--- config.mk ---
export PLATFORM = sky130hd
export DESIGN_NAME = rqgt_arbiter
export DESIGN_NICKNAME = d
export VERILOG_FILES = /design/src/rtl/rqgt_pkg.sv /design/src/rtl/rqgt_datapath.sv /design/src/rtl/rqgt_control.sv /design/src/rtl/rqgt_arbiter.sv
export SDC_FILE = /design/constraint.sdc
export NUM_CORES = 1
export LEC_CHECK = 0
export BUFFER_PORTS_ARGS = -buffer_cell sky130_fd_sc_hd__buf_2
export CAP_MARGIN = 20
export CORE_AREA = 2 2 39 41
export CTS_BUF_LIST = sky130_fd_sc_hd__clkbuf_4
export CTS_CLUSTER_DIAMETER = 30
export DETAILED_ROUTE_END_ITERATION = 16
export DIE_AREA = 0 0 41 43
export GPL_ROUTABILITY_DRIVEN = 0
export PLACE_DENSITY = 0.79
export SKIP_CTS_REPAIR_TIMING = 1
export SLEW_MARGIN = 10
export SYNTH_ARGS = -nofsm -noshare
export SYNTH_HDL_FRONTEND = slang
export SYNTH_SLANG_ARGS = --single-unit
--- constraint.sdc ---
create_clock -name clk -period 2.4 [get_ports clk]
set_clock_uncertainty 0.2 [all_clocks]
set_input_delay 0.24 -clock clk [delete_from_list [all_inputs] [get_ports clk]]
set_output_delay 0.24 -clock clk [all_outputs]
set_load 0.1 [all_outputs]
--- src/rtl/rqgt_pkg.sv ---
package rqgt_pkg;

  typedef enum logic [2:0] {
    PH_IDLE = 3'd0,
    PH_T1   = 3'd1,
    PH_T2   = 3'd2,
    PH_T3   = 3'd3,
    PH_T4   = 3'd4
  } busPhase_e;

  typedef enum logic [1:0] {
    ST_OWN  = 2'd0,
    ST_HOLD = 2'd1,
    ST_DEAD = 2'd2
  } arbState_e;

  // strobes from control to datapath
  typedef struct packed {
    logic grantNow;  // grant pulse on the selected line this clock
    logic inHold;    // bus handed over
    logic sampleEn;  // lines observed this clock
  } arbStrobe_t;

endpackage

--- src/rtl/rqgt_datapath.sv ---
module rqgt_datapath
  import rqgt_pkg::*;
#(
  parameter int NCH = 2,
  parameter int STW = 3
) (
  input  logic             clk,
  input  logic             rst,
  input  logic [2:0]       busPhase,
  input  logic             oddLowByte,
  input  logic             intaFirst,
  input  logic             lockActive,
  input  logic [NCH-1:0]   rqIn,
  output logic [NCH-1:0]   rqOut,
  output logic [NCH-1:0]   rqOe,
  input  logic [STW-1:0]   statusIn,
  output logic [STW-1:0]   statusOut,
  output logic             statusOe,
  input  logic             lockNIn,
  output logic             lockNOut,
  output logic             lockOe,
  input  arbStrobe_t       strobe,
  output logic             candValid,
  output logic             releaseSeen
);

  busPhase_e ph;
  logic [NCH-1:0] pending, early, ownerOH;
  logic [NCH-1:0] lineLow, capture, eligMask, candOH;
  logic found, windowOk;

  assign ph = busPhase_e'(busPhase);

  // a line counts as low only while this block is not driving it
  assign lineLow = ~rqIn & ~rqOe;
  assign capture = lineLow & ~pending & {NCH{strobe.sampleEn}}
                 & ~(ownerOH & {NCH{strobe.inHold}});

  assign eligMask = pending & early;

  // lowest index wins
  always_comb begin
    candOH = '0;
    found  = 1'b0;
    for (int i = 0; i < NCH; i++) begin
      if (eligMask[i] && !found) begin
        candOH[i] = 1'b1;
        found     = 1'b1;
      end
    end
  end

  assign windowOk  = !lockActive &&
                     (ph == PH_IDLE || (ph == PH_T4 && !oddLowByte && !intaFirst));
  assign candValid = found && windowOk;

  assign rqOe  = candOH & {NCH{strobe.grantNow}};
  assign rqOut = ~rqOe;

  generate
    for (genvar g = 0; g < NCH; g++) begin : g_chan
      always_ff @(posedge clk) begin
        if (rst) begin
          pending[g] <= 1'b0;
          early[g]   <= 1'b0;
        end else if (strobe.grantNow && candOH[g]) begin
          pending[g] <= 1'b0;
          early[g]   <= 1'b0;
        end else if (capture[g]) begin
          pending[g] <= 1'b1;
          early[g]   <= (ph != PH_T3);  // seen in T3: too late for this T4
        end else if (pending[g] && (ph == PH_T4 || ph == PH_IDLE)) begin
          early[g]   <= 1'b1;
        end
      end
    end
  endgenerate

  always_ff @(posedge clk) begin
    if (rst)                  ownerOH <= '0;
    else if (strobe.grantNow) ownerOH <= candOH;
  end

  assign releaseSeen = strobe.inHold && |(lineLow & ownerOH);

  assign statusOut = statusIn;
  assign statusOe  = ~strobe.inHold;
  assign lockNOut  = lockNIn;
  assign lockOe    = ~strobe.inHold;

endmodule

--- src/rtl/rqgt_control.sv ---
module rqgt_control
  import rqgt_pkg::*;
(
  input  logic       clk,
  input  logic       rst,
  input  logic       candValid,
  input  logic       releaseSeen,
  output arbStrobe_t strobe,
  output logic       holdAck
);

  arbState_e state, stateNxt;

  always_comb begin
    stateNxt = state;
    case (state)
      ST_OWN:  if (candValid)   stateNxt = ST_HOLD;
      ST_HOLD: if (releaseSeen) stateNxt = ST_DEAD;
      ST_DEAD:                  stateNxt = ST_OWN;
      default:                  stateNxt = ST_OWN;
    endcase
  end

  always_ff @(posedge clk) begin
    if (rst) state <= ST_OWN;
    else     state <= stateNxt;
  end

  assign strobe.grantNow = (state == ST_OWN) && candValid;
  assign strobe.inHold   = (state == ST_HOLD);
  assign strobe.sampleEn = (state != ST_DEAD);
  assign holdAck         = (state == ST_HOLD);

endmodule

--- src/rtl/rqgt_arbiter.sv ---
module rqgt_arbiter
  import rqgt_pkg::*;
#(
  parameter int NCH = 2,
  parameter int STW = 3
) (
  input  logic           clk,
  input  logic           rst,
  input  logic [2:0]     busPhase,
  input  logic           oddLowByte,
  input  logic           intaFirst,
  input  logic           lockActive,
  input  logic [NCH-1:0] rqIn,
  output logic [NCH-1:0] rqOut,
  output logic [NCH-1:0] rqOe,
  input  logic [STW-1:0] statusIn,
  output logic [STW-1:0] statusOut,
  output logic           statusOe,
  input  logic           lockNIn,
  output logic           lockNOut,
  output logic           lockOe,
  output logic           holdAck
);

  arbStrobe_t strobe;
  logic candValid, releaseSeen;

  rqgt_datapath #(.NCH(NCH), .STW(STW)) u_dp (
    .clk(clk), .rst(rst), .busPhase(busPhase), .oddLowByte(oddLowByte),
    .intaFirst(intaFirst), .lockActive(lockActive), .rqIn(rqIn),
    .rqOut(rqOut), .rqOe(rqOe), .statusIn(statusIn), .statusOut(statusOut),
    .statusOe(statusOe), .lockNIn(lockNIn), .lockNOut(lockNOut),
    .lockOe(lockOe), .strobe(strobe), .candValid(candValid),
    .releaseSeen(releaseSeen)
  );

  rqgt_control u_ctl (
    .clk(clk), .rst(rst), .candValid(candValid), .releaseSeen(releaseSeen),
    .strobe(strobe), .holdAck(holdAck)
  );

endmodule

==> run metrics <==
run status=finished, final reports clean; Ys Warns=0; Setup-failing EPs final=0; routing usage on met1=16.03%; Final ANT Viol Nets=0; die height=43 µm; Worst EP arrival=1.75 ns; Die ar.=0.001763 mm²; HP Class=in2reg; maxcap violations=0; pin count of the biggest net entering global routing=7; Port Buf Inserts=16; post-synth top area share=32.90%; RSZ-0062 raised after global routing=false; Die W=41 µm; critical path launch point type=flop; FMAX=455.8 MHz; GR Util met2=24.69%; register bit total from synthesis=8; Starting Density=35.17%; final worst setup slack=0.2059 ns; Slew Limit Fails=0; HP Start=rst; final setup TNS=0 ns; Final Hold Viols=0; PwrDens=487.5 mW/mm²; crit path from=u_ctl.state[0]; P_leak=0.2548 nW; Max IR drop VDD=0.3290 mV; Period Utilization, post-route=91.42%; CTS max path bufs=2; io pins=25; TritonCTS clock tree=built; Row Count=14; Mapped Cells=50; Non-Filler Instances=80; Req. time, crit path=1.96 ns; GRT Overall Usage=14.74%; Core Box Area=0.001384 mm²; dpl ws=0.1621 ns; Routed wire per std cell=13.51 µm; largest area contributor in the netlist=dfxtp_1; commonest register cell after synthesis=dfxtp_1; asr flop ratio synth=0%; Worst Setup End Kind=output pin; gr ovfl total=0; global-route wire length before repair=1718 µm; H-tree depth=1; Area Overhead vs Synth=28.79%; layout cell share with drive strength beyond 1=46.88%; Antenna Cells=0; TritonRoute pass-1 iters=4; DRT Wirelength=1081 µm; total DRC errors in the routed layout=0; global routing usage on met3=9.424%; Post-synth top cells=dfxtp_1 (8), buf_4 (5), inv_1 (5); root cell of the clock tree=clkbuf_4; synthesized area=486.7 µm²; TritonCTS Buffers=3; synthesized area per cell=9.734 µm²; Clock transition at path regs=0.06 ns; syn_nets=64; minimum clock period=2.194 ns; top area cells in the synthesized netlist=dfxtp_1 (33%), a2111oi_4 (11%), buf_4 (7.7%), o21a_1 (6.2%), nor4_4 (4.4%); r2r startpoint=u_ctl.state[1]; drt via density=5.338; Layout Utilization=45.30%; Netlist cell types=22; Num Clock Sinks=8; register area share after synthesis=32.90%; crit path max fanout=4; Vias=427; grt peak-use layer=met2; Final Net Count=80; worst skew pair latency=0.26 ns; most frequent cell after synthesis=dfxtp_1; Fill cells=137; Rel. slew slack=67.82%; first-iteration detailed-routing DRC count=6; worst-margin pin slew=0.4861 ns; Setup CP Type=reg2out; DP Cell Count=77; vias in the first global route=416; EDFF count, synth=0; initial antenna violation count=0
[state kept, by name, summed over array words and instances, names as in the netlist]
| signal | cells |
|---|---|
| u_ctl.state | 2 |
| u_dp.early | 2 |
| u_dp.ownerOH | 2 |
| u_dp.pending | 2 |
[where the power goes]
part,internal [mW],switching [mW]
clock,0.0574,0.0482
combinational,0.0227,0.0283
sequential,0.140,0.00931
[final cells by class]
type,instances,area [µm²],share of cell area (%)
Clock buffer,3,22.52,3.593
Inverter,7,32.53,5.190
Multi-Input combinational cell,30,275.3,43.91
Sequential cell,8,160.2,25.55
Tap cell,16,20.02,3.194
Timing Repair Buffer,16,116.4,18.56
[cell families after synthesis]
group	count (synthesis)	synth area share, %
AND/OR/NAND/NOR	18	26.99
AO/OA/AOI/OAI	12	26.99
buffers and inverters	12	13.11
flip-flops	8	32.90
[path summary, 6_finish.rpt]
kind / cells past startpoint / slack, ns / end
min: 2 / 0.01 / u_ctl.state[0]
min reg2reg: 2 / 0.34 / u_ctl.state[1]
max: 5 / 0.21 / rqOut[1]
max reg2reg: 5 / 0.61 / u_dp.early[0]
[per-stage QoR]
stage / hold slack (ns) / cell area (µm²) / power [mW]
after floorplan: 0.1124 / 505.5 / 0.2157
after global placement: 0.2807 / 598.1 / 0.2011
after detailed placement: 0.2807 / 598.1 / 0.2031
after CTS: 0.007844 / 620.6 / 0.3098
after global routing: 0.01500 / 626.9 / 0.3253
final: 0.009670 / 626.9 / 0.3056
[critical path, cell delays in order (launching register included)]
cell and delay (ns):
dfxtp_1 0.33, or4_4 0.45, nor4_4 0.22, and2_4 0.24
clkinvlp_4 0.08, buf_6 0.18
[placed cells by master, fill, tap and decap left out, drive strengths merged]
cell type / n
nand3: 1
nand2: 3
a21oi: 1
nand4b: 2
o21a: 4
nand2b: 2
nor2b: 1
a22oi: 2
a2111oi: 2
clkinvlp: 1
dfxtp: 8
clkbuf: 3
o22ai: 1
nor3: 2
or4: 1
nor2: 2
and3: 2
inv: 6
buf: 16
a311o: 2
nor4: 1
and2: 1
[metal layers]
| layer | share of wire, % | vias up |
|---|---|---|
| li1 | - | 203 |
| met1 | 38 | 207 |
| met2 | 52 | 17 |
| met3 | 9.3 | 0 |
| met4 | 0 | 0 |
| met5 | 0 | - |
No activity file was read; power rests on OpenSTA's default activity.
